File: src/rtl/spi_erase_pkg.sv
package spi_erase_pkg;

    // Block size code carried with an erase request
    typedef enum logic [1:0] {
        BLK_4K  = 2'd0,
        BLK_32K = 2'd1,
        BLK_64K = 2'd2
    } blk_size_e;

    // Command bytes that select a block erase
    localparam logic [7:0] OPC_ERASE_4K  = 8'h20;
    localparam logic [7:0] OPC_ERASE_32K = 8'h52;
    localparam logic [7:0] OPC_ERASE_64K = 8'hD8;

    // Decoder phase within one chip-select window
    typedef enum logic [1:0] {
        CMD_OPCODE = 2'd0,
        CMD_ADDR   = 2'd1,
        CMD_ARMED  = 2'd2,
        CMD_SKIP   = 2'd3
    } cmd_state_e;

endpackage

File: src/rtl/spi_pin_sync.sv
module spi_pin_sync #(
    parameter int STAGES = 2
) (
    input  logic clk,
    input  logic rst_n,
    input  logic sclk_i,
    input  logic cs_n_i,
    input  logic si_i,
    output logic sclk_rise_o,
    output logic cs_active_o,
    output logic cs_rise_o,
    output logic si_o
);

    typedef struct packed {
        logic [STAGES-1:0] sclk_pipe;
        logic [STAGES-1:0] cs_pipe;
        logic [STAGES-1:0] si_pipe;
        logic              sclk_prev;
        logic              cs_prev;
    } sync_t;

    sync_t sync_d, sync_q;

    logic sclk_s;
    logic cs_n_s;

    assign sclk_s = sync_q.sclk_pipe[STAGES-1];
    assign cs_n_s = sync_q.cs_pipe[STAGES-1];

    always_comb begin
        sync_d = sync_q;
        sync_d.sclk_pipe[0] = sclk_i;
        sync_d.cs_pipe[0]   = cs_n_i;
        sync_d.si_pipe[0]   = si_i;
        for (int i = 1; i < STAGES; i++) begin
            sync_d.sclk_pipe[i] = sync_q.sclk_pipe[i-1];
            sync_d.cs_pipe[i]   = sync_q.cs_pipe[i-1];
            sync_d.si_pipe[i]   = sync_q.si_pipe[i-1];
        end
        sync_d.sclk_prev = sclk_s;
        sync_d.cs_prev   = cs_n_s;
    end

    always_ff @(posedge clk or negedge rst_n) begin
        if (!rst_n) begin
            sync_q.sclk_pipe <= '0;
            sync_q.cs_pipe   <= '1;
            sync_q.si_pipe   <= '0;
            sync_q.sclk_prev <= 1'b0;
            sync_q.cs_prev   <= 1'b1;
        end else begin
            sync_q <= sync_d;
        end
    end

    assign sclk_rise_o = sclk_s & ~sync_q.sclk_prev;
    assign cs_active_o = ~cs_n_s;
    assign cs_rise_o   = cs_n_s & ~sync_q.cs_prev;
    assign si_o        = sync_q.si_pipe[STAGES-1];

    // A release edge cannot repeat on back-to-back cycles
    AST_CS_RISE_SINGLE: assert property (@(posedge clk) disable iff (!rst_n)
        cs_rise_o |=> !cs_rise_o);

endmodule

File: src/rtl/spi_byte_rx.sv
module spi_byte_rx #(
    parameter int BITS = 8
) (
    input  logic            clk,
    input  logic            rst_n,
    input  logic            active_i,
    input  logic            bit_stb_i,
    input  logic            bit_i,
    output logic            byte_done_o,
    output logic [BITS-1:0] byte_o,
    output logic            aligned_o
);

    localparam int CNT_W = $clog2(BITS);

    typedef struct packed {
        logic [CNT_W-1:0] cnt;
        logic [BITS-2:0]  shreg;
    } rx_t;

    rx_t rx_d, rx_q;

    logic last_bit;

    assign last_bit = (rx_q.cnt == CNT_W'(BITS - 1));

    always_comb begin
        rx_d = rx_q;
        if (!active_i) begin
            rx_d.cnt   = '0;
            rx_d.shreg = '0;
        end else if (bit_stb_i) begin
            rx_d.shreg = {rx_q.shreg[BITS-3:0], bit_i};
            rx_d.cnt   = last_bit ? '0 : rx_q.cnt + 1'b1;
        end
    end

    always_ff @(posedge clk or negedge rst_n) begin
        if (!rst_n) begin
            rx_q <= '0;
        end else begin
            rx_q <= rx_d;
        end
    end

    // The completed byte is presented in the cycle of its last bit
    assign byte_done_o = active_i & bit_stb_i & last_bit;
    assign byte_o      = {rx_q.shreg, bit_i};
    assign aligned_o   = (rx_q.cnt == '0);

    AST_IDLE_CLEARS_COUNT: assert property (@(posedge clk) disable iff (!rst_n)
        !active_i |=> (rx_q.cnt == '0));

    AST_COUNT_ADVANCES: assert property (@(posedge clk) disable iff (!rst_n)
        (active_i && bit_stb_i && !last_bit) |=> (rx_q.cnt != '0));

endmodule

File: src/rtl/erase_cmd_fsm.sv
module erase_cmd_fsm
    import spi_erase_pkg::*;
#(
    parameter int ADDR_W  = 24,
    parameter int LOW_4K  = 12,
    parameter int LOW_32K = 15,
    parameter int LOW_64K = 16
) (
    input  logic              clk,
    input  logic              rst_n,
    input  logic              active_i,
    input  logic              byte_done_i,
    input  logic [7:0]        byte_i,
    input  logic              cs_rise_i,
    input  logic              aligned_i,
    input  logic              wel_i,
    output logic              req_o,
    output logic [ADDR_W-1:0] base_o,
    output blk_size_e         size_o,
    output logic              wel_clr_o
);

    localparam int ADDR_BYTES = ADDR_W / 8;
    localparam int IDX_W      = $clog2(ADDR_BYTES + 1);

    typedef struct packed {
        cmd_state_e        st;
        logic [IDX_W-1:0]  idx;
        blk_size_e         size;
        logic [ADDR_W-1:0] addr;
        logic              req;
        logic              clr;
        logic [ADDR_W-1:0] base;
        blk_size_e         out_size;
    } fsm_t;

    fsm_t fsm_d, fsm_q;

    function automatic logic [ADDR_W-1:0] blk_mask(blk_size_e s);
        logic [ADDR_W-1:0] m;
        int                low;
        case (s)
            BLK_4K:  low = LOW_4K;
            BLK_32K: low = LOW_32K;
            default: low = LOW_64K;
        endcase
        m = '1;
        for (int i = 0; i < ADDR_W; i++) begin
            if (i < low) m[i] = 1'b0;
        end
        return m;
    endfunction

    logic fire;

    assign fire = cs_rise_i && (fsm_q.st == CMD_ARMED) && aligned_i && wel_i;

    always_comb begin
        fsm_d     = fsm_q;
        fsm_d.req = 1'b0;
        fsm_d.clr = 1'b0;

        if (fire) begin
            fsm_d.req      = 1'b1;
            fsm_d.clr      = 1'b1;
            fsm_d.base     = fsm_q.addr & blk_mask(fsm_q.size);
            fsm_d.out_size = fsm_q.size;
        end

        if (!active_i) begin
            fsm_d.st   = CMD_OPCODE;
            fsm_d.idx  = '0;
            fsm_d.size = BLK_4K;
            fsm_d.addr = '0;
        end else if (byte_done_i) begin
            case (fsm_q.st)
                CMD_OPCODE: begin
                    fsm_d.idx = '0;
                    case (byte_i)
                        OPC_ERASE_4K: begin
                            fsm_d.size = BLK_4K;
                            fsm_d.st   = CMD_ADDR;
                        end
                        OPC_ERASE_32K: begin
                            fsm_d.size = BLK_32K;
                            fsm_d.st   = CMD_ADDR;
                        end
                        OPC_ERASE_64K: begin
                            fsm_d.size = BLK_64K;
                            fsm_d.st   = CMD_ADDR;
                        end
                        default: fsm_d.st = CMD_SKIP;
                    endcase
                end
                CMD_ADDR: begin
                    fsm_d.addr = {fsm_q.addr[ADDR_W-9:0], byte_i};
                    if (fsm_q.idx == IDX_W'(ADDR_BYTES - 1)) begin
                        fsm_d.st = CMD_ARMED;
                    end else begin
                        fsm_d.idx = fsm_q.idx + 1'b1;
                    end
                end
                default: fsm_d.st = fsm_q.st;
            endcase
        end
    end

    always_ff @(posedge clk or negedge rst_n) begin
        if (!rst_n) begin
            fsm_q.st       <= CMD_OPCODE;
            fsm_q.idx      <= '0;
            fsm_q.size     <= BLK_4K;
            fsm_q.addr     <= '0;
            fsm_q.req      <= 1'b0;
            fsm_q.clr      <= 1'b0;
            fsm_q.base     <= '0;
            fsm_q.out_size <= BLK_4K;
        end else begin
            fsm_q <= fsm_d;
        end
    end

    assign req_o     = fsm_q.req;
    assign wel_clr_o = fsm_q.clr;
    assign base_o    = fsm_q.base;
    assign size_o    = fsm_q.out_size;

    AST_SKIP_STICKY: assert property (@(posedge clk) disable iff (!rst_n)
        (fsm_q.st == CMD_SKIP && active_i) |=> (fsm_q.st == CMD_SKIP));

    AST_ARMED_HOLDS: assert property (@(posedge clk) disable iff (!rst_n)
        (fsm_q.st == CMD_ARMED && active_i) |=> (fsm_q.st == CMD_ARMED));

    AST_IDLE_RESTARTS: assert property (@(posedge clk) disable iff (!rst_n)
        !active_i |=> (fsm_q.st == CMD_OPCODE));

endmodule

File: src/rtl/erase_decoder_top.sv
module erase_decoder_top
    import spi_erase_pkg::*;
#(
    parameter int ADDR_W      = 24,
    parameter int SYNC_STAGES = 2,
    parameter int LOW_4K      = 12,
    parameter int LOW_32K     = 15,
    parameter int LOW_64K     = 16
) (
    input  logic              clk,
    input  logic              rst_n,
    input  logic              spi_sclk_i,
    input  logic              spi_cs_n_i,
    input  logic              spi_si_i,
    input  logic              wel_i,
    output logic              erase_req_o,
    output logic [ADDR_W-1:0] erase_base_o,
    output logic [1:0]        erase_size_o,
    output logic              wel_clr_o
);

    logic      sclk_rise;
    logic      cs_active;
    logic      cs_rise;
    logic      si_s;
    logic      byte_done;
    logic [7:0] rx_byte;
    logic      aligned;
    blk_size_e size_e;

    spi_pin_sync #(
        .STAGES (SYNC_STAGES)
    ) u_sync (
        .clk         (clk),
        .rst_n       (rst_n),
        .sclk_i      (spi_sclk_i),
        .cs_n_i      (spi_cs_n_i),
        .si_i        (spi_si_i),
        .sclk_rise_o (sclk_rise),
        .cs_active_o (cs_active),
        .cs_rise_o   (cs_rise),
        .si_o        (si_s)
    );

    spi_byte_rx #(
        .BITS (8)
    ) u_rx (
        .clk         (clk),
        .rst_n       (rst_n),
        .active_i    (cs_active),
        .bit_stb_i   (sclk_rise),
        .bit_i       (si_s),
        .byte_done_o (byte_done),
        .byte_o      (rx_byte),
        .aligned_o   (aligned)
    );

    erase_cmd_fsm #(
        .ADDR_W  (ADDR_W),
        .LOW_4K  (LOW_4K),
        .LOW_32K (LOW_32K),
        .LOW_64K (LOW_64K)
    ) u_fsm (
        .clk         (clk),
        .rst_n       (rst_n),
        .active_i    (cs_active),
        .byte_done_i (byte_done),
        .byte_i      (rx_byte),
        .cs_rise_i   (cs_rise),
        .aligned_i   (aligned),
        .wel_i       (wel_i),
        .req_o       (erase_req_o),
        .base_o      (erase_base_o),
        .size_o      (size_e),
        .wel_clr_o   (wel_clr_o)
    );

    assign erase_size_o = size_e;

    AST_REQ_AFTER_RELEASE: assert property (@(posedge clk) disable iff (!rst_n)
        erase_req_o |-> $past(cs_rise));

    AST_REQ_ONE_CYCLE: assert property (@(posedge clk) disable iff (!rst_n)
        erase_req_o |=> !erase_req_o);

    AST_REQ_NEEDS_WEL: assert property (@(posedge clk) disable iff (!rst_n)
        erase_req_o |-> $past(wel_i));

    AST_CLR_ONLY_WITH_REQ: assert property (@(posedge clk) disable iff (!rst_n)
        wel_clr_o |-> $past(wel_i) && $past(cs_rise));

    AST_BASE_4K_ALIGNED: assert property (@(posedge clk) disable iff (!rst_n)
        (erase_req_o && erase_size_o == BLK_4K) |-> (erase_base_o[LOW_4K-1:0] == '0));

    AST_BASE_64K_ALIGNED: assert property (@(posedge clk) disable iff (!rst_n)
        (erase_req_o && erase_size_o == BLK_64K) |-> (erase_base_o[LOW_64K-1:0] == '0));

endmodule

File: config.mk
export PLATFORM = sky130hd
export DESIGN_NAME = erase_decoder_top
export DESIGN_NICKNAME = d
export VERILOG_FILES = /design/src/rtl/spi_erase_pkg.sv /design/src/rtl/spi_pin_sync.sv /design/src/rtl/spi_byte_rx.sv /design/src/rtl/erase_cmd_fsm.sv /design/src/rtl/erase_decoder_top.sv
export SDC_FILE = /design/constraint.sdc
export NUM_CORES = 1
export LEC_CHECK = 0
export ABC_AREA = 1
export ABC_CLOCK_PERIOD_IN_PS = 1850
export BUFFER_PORTS_ARGS = -buffer_cell sky130_fd_sc_hd__clkbuf_2
export CORE_MARGIN = 5
export CORE_UTILIZATION = 35
export DETAILED_ROUTE_END_ITERATION = 10
export HOLD_SLACK_MARGIN = 0.08
export SLEW_MARGIN = 20
export SYNTH_ARGS = -nofsm -noshare
export SYNTH_HDL_FRONTEND = slang
export SYNTH_SLANG_ARGS = --single-unit
File: constraint.sdc
create_clock -name clk -period 1.85 [get_ports clk]
set_input_delay 0.37 -clock clk [delete_from_list [all_inputs] [get_ports clk]]
set_output_delay 0.37 -clock clk [all_outputs]
set_load 0.02 [all_outputs]
==> impl.org <==
** Synth
- Area of the mapped netlist :: 0.002907 sq mm
- Averaged over all synthesized cells, the footprint is 9.027 sq um.
- Area share of the largest cell type after synthesis :: 54.24%
- The Yosys step of the flow raised 0 warnings.
- The cell count after synthesis came out at 322.
- The synthesized design contains 66 register bits.
- Biggest area contributors in the synthesized netlist :: sky130_fd_sc_hd__dfrtp_1 54%, sky130_fd_sc_hd__nand2_1 12%, sky130_fd_sc_hd__buf_4 7.5%
- Sequential share of the synthesized area :: 56.95%
- sky130_fd_sc_hd__dfrtp_1 takes more of the synthesized area than any other cell.
- Synthesis instantiated 25 different standard cells from the library.

** Timing
- Setup repair after global routing left no endpoint under its margin.
- Final-report max-slew violation count :: 0
- Timing-limited maximum frequency :: 0.5965 GHz
- Total of endpoints with negative setup slack in the final report :: 0
- Time the final worst path needs with I/O delays and setup :: 1677 ps
- Final total negative setup slack :: 0 ps
- The final number of hold-violating endpoints came to 0.
- On the final layout, the worst hold slack is 108.9 ps.
- Final period utilization :: 90.62%
- Max Clock Skew :: 7.973 ps

** Die
- Effective utilization at floorplan :: 35.73%
- 34 I/O pins were placed.
- Measured along the y axis, the die boundary spans 101.1 um.
- Floorplan row count :: 33
- After floorplanning, the core was sized to cover 0.008134 sq mm.
- The die is 101.1 um wide.
- DIE AREA :: 0.01023 sq mm

** Finish
- In the final layout, the share of cells above drive strength 1 is 16.91%.
- Summing all flip-flop and latch instances after layout gives 0.001655 sq mm.
- Layout overhead on the synthesized area :: 11.62%
- Filler Cells Inserted :: 829
- The multi-input combinational cells in the finished layout cover a total of 912.1 sq um.
- 0 antenna diodes ended up in the layout.
- Count of nets after finishing :: 348

** Placed design
- Weighted congestion at the end of routability-driven global placement :: 0.8090
- Detailed placement finished with a half-perimeter wire length of 3.379 mm.
- In this run the tool buffered the top-level ports with 24 buffer cells.

** Route
- The first routing iteration left 70 violations.
- Post-route antenna net violation count :: 0
- The routed design has 5.006 mm of wire.
- Via-to-Cell Ratio :: 4.301
- DRC violation count after routing :: 0
- The first detailed-routing pass took 4 iterations.
- Dividing the detail-routed wire length by the instance count gives 11.17 um.
- Vias post-DR :: 1927

** Critical path
- Critical path launch point type :: flop
- Standard cell with the maximum stage delay on the critical path :: sky130_fd_sc_hd__dfstp_2
- Largest fanout on the critical path :: 16
- For the worst flop-to-flop path, the logic depth is 7.
- The signal on the critical path passes through inv_2 -> nand2_1 -> nand3_4 -> nor2_4 -> inv_4 -> nand2_1 -> o21ai_0.
- Setup slack, reg-to-reg :: 170 ps
- Slowest stage delay, CP :: 610 ps
- The worst setup path is captured at a flop.
- Among cell families on the critical path, the largest total delay comes from simple AND/OR/NAND/NOR gates.
- The worst setup path is of the reg -> reg kind.
- In this run the critical register-to-register path is captured at u_fsm.fsm_q[37]$_DFFE_PN0P_.
- Data required time of the critical path :: 2070 ps
- Launch point of the worst reg-to-reg path :: u_sync.cs_n_s$_DFF_PN1_
- Cell mode on critical path :: sky130_fd_sc_hd__nand2_1
- For the worst setup path, the data arrival time is 1890 ps.
- Together, buffers and inverters on the worst path number 2.

** GRT
- Global-route wire length before repair :: 8.631 mm
- Entering global routing, the biggest net connects 67 pins.
- Grt ovf :: 0
- Via count of the first global-routing pass :: 1922
- The initial antenna violation count is 0.
- In the global route stage, overall resource usage came out at 10.84%.

** Clock network
- After clock tree synthesis, the setup repair step added 0 buffers.
- Worst-case clock buffer depth :: 2
- Counting every sink on the clock net gives 66.
- Counting the buffers created by CTS gives 9.
- Clock latency of the later-clocked register in the worst-skew pair :: 340 ps
- The H-tree was split into 3 levels.
- Clock-pin slew was measured on the worst setup and hold paths at 70 ps.
- Clock root buffer master :: sky130_fd_sc_hd__clkbuf_8
- TritonCTS clock tree :: done

** Min path
- The path class of the tightest hold or removal check is in -> reg.
- Hold path depth :: 1
- Origin of the worst min-delay path :: spi_cs_n_i
- Hold Path End :: u_sync.sync_d[5]$_DFF_PN1_

** Run
- Max-capacitance violation count :: 0

** Run status
- Outcome :: completed

** Pwr
- Power Dens Cells :: 996.4 mW/mm^2
- Static power due to leakage :: 0.001645 uW
- VDD sags by at most 0.0005004 V.
-- metrics by stage --
stage               cells  utilization (%)  power [uW]  instance area (sq um)  worst slack [ps]
floorplan             330                -        1848                   2937             363.2
global placement      430            36.81        1897                   2994             63.19
detailed placement    430            36.81        1904                   2994            -11.56
CTS                   448            39.81        3277                   3238             91.27
global route          448            39.89        3386                   3244             10.47
finish                448            39.89        3233                   3244             173.5
-- how the worst max path moves through the flow --
stage | to | depth (start not counted) | startpoint | slack, ps
final | u_fsm.fsm_q[37]$_DFFE_PN0P_ | 7 | u_sync.cs_n_s$_DFF_PN1_ | 170
after CTS | u_fsm.fsm_q[37]$_DFFE_PN0P_ | 7 | u_sync.cs_n_s$_DFF_PN1_ | 90
after detailed placement | u_fsm.fsm_q[37]$_DFFE_PN0P_ | 7 | u_sync.cs_n_s$_DFF_PN1_ | -10
after global routing | u_fsm.base_o[22]$_DFFE_PN0P_ | 7 | u_fsm.fsm_q[56]$_DFFE_PN0P_ | 10
after floorplan | u_fsm.fsm_q[42]$_DFFE_PN0P_ | 8 | u_sync.cs_n_s$_DFF_PN1_ | 360
after global placement | u_fsm.fsm_q[40]$_DFFE_PN0P_ | 7 | u_sync.cs_n_s$_DFF_PN1_ | 60
-- layout by cell type (no fill, tap or decap), types with 2 or more instances in the layout --
cell type	Yosys	final
sky130_fd_sc_hd__clkbuf_8	0	10
sky130_fd_sc_hd__inv_1	32	32
sky130_fd_sc_hd__ha_1	4	4
sky130_fd_sc_hd__bufinv_16	0	2
sky130_fd_sc_hd__conb_1	1	9
sky130_fd_sc_hd__o31ai_1	3	3
sky130_fd_sc_hd__nand3_1	14	14
sky130_fd_sc_hd__clkbuf_2	0	24
sky130_fd_sc_hd__buf_4	29	5
sky130_fd_sc_hd__nor2_1	30	30
sky130_fd_sc_hd__nand2_1	90	90
sky130_fd_sc_hd__clkinv_4	0	2
sky130_fd_sc_hd__o21ai_0	27	27
sky130_fd_sc_hd__dfrtp_1	63	63
sky130_fd_sc_hd__nand4_1	2	2
sky130_fd_sc_hd__o21ai_1	5	5
sky130_fd_sc_hd__dfstp_2	3	3
sky130_fd_sc_hd__nor3_1	3	3
-- worst reg2reg max path, delay by kind of cell (launching register included) --
family | cells | cell delay (ps)
flops | 1 | 610
compound gates | 1 | 80
simple gates | 4 | 640
buf+inv | 2 | 230
-- flip-flops by register name, summed over array words and instances, names as in the netlist --
name and cells:
u_sync.sclk_s 1, u_sync.si_o 1, u_sync.sync_q 2, u_fsm.fsm_q 30, u_sync.sync_d 3, u_sync.cs_n_s 1
u_rx.byte_o 7, u_fsm.base_o 15, u_rx.rx_q 3, u_fsm.size_o 2, u_fsm.wel_clr_o 1
-- kinds of logic (layout without fill, tap and decap cells) --
kind of cell,Yosys count,count (layout),synth area share (%)
buffers and inverters,69,81,13.04
multiplexers,1,1,0.3874
flip-flops,66,66,56.95
adder cells (fa/ha/maj),4,4,1.722
AO/OA/AOI/OAI,38,38,6.845
other,1,9,0.1290
AND/OR/NAND/NOR,143,144,20.92
-- Yosys cell counts (all sizes together) --
library cell and count:
ha 4, nand3 15, nand4 2, nor3 3
o21ai 32, nand2 91, buf 33, dfrtp 63
o31ai 3, mux2 1, a21oi 2, dfstp 3
nor2 31, nand3b 1, o22ai 1, inv 34
conb 1, clkbuf 2
-- what timing repair did --
action	4_1_cts	5_1_grt
hold endpoints to repair	63	0
gates resized for setup	0	2
hold buffers	1	0
pin swaps	1	1
gates cloned	1	0
endpoints found under the setup margin	6	7
-- metal layers --
metal	vias to the layer above	track usage [%]	wire, um
met4	0	4.499	58
met1	875	12.53	2284
met2	43	17.56	2317
li1	1002	-	-
met3	7	4.821	345
met5	-	0	0
-- cell type report --
type                    count  share of cell area (%)
flip-flops and latches     66                   51.02
clock buffers              10                   4.242
multi-input cells         196                   28.11
inverters                  34                   4.011
clock inverters             6                   2.777
well taps                 105                   4.049
repair buffers             31                   5.785
-- where the power goes --
| group | switching, uW | leakage, uW | total [uW] | internal, uW |
|---|---|---|---|---|
| clock | 551 | 0.000112 | 1350 | 797 |
| combinational | 224 | 0.000641 | 317 | 92.2 |
| sequential | 52.1 | 0.000891 | 1570 | 1520 |
| total | 828 | 0.00164 | 3230 | 2400 |
(Power assumes the default switching activity.)
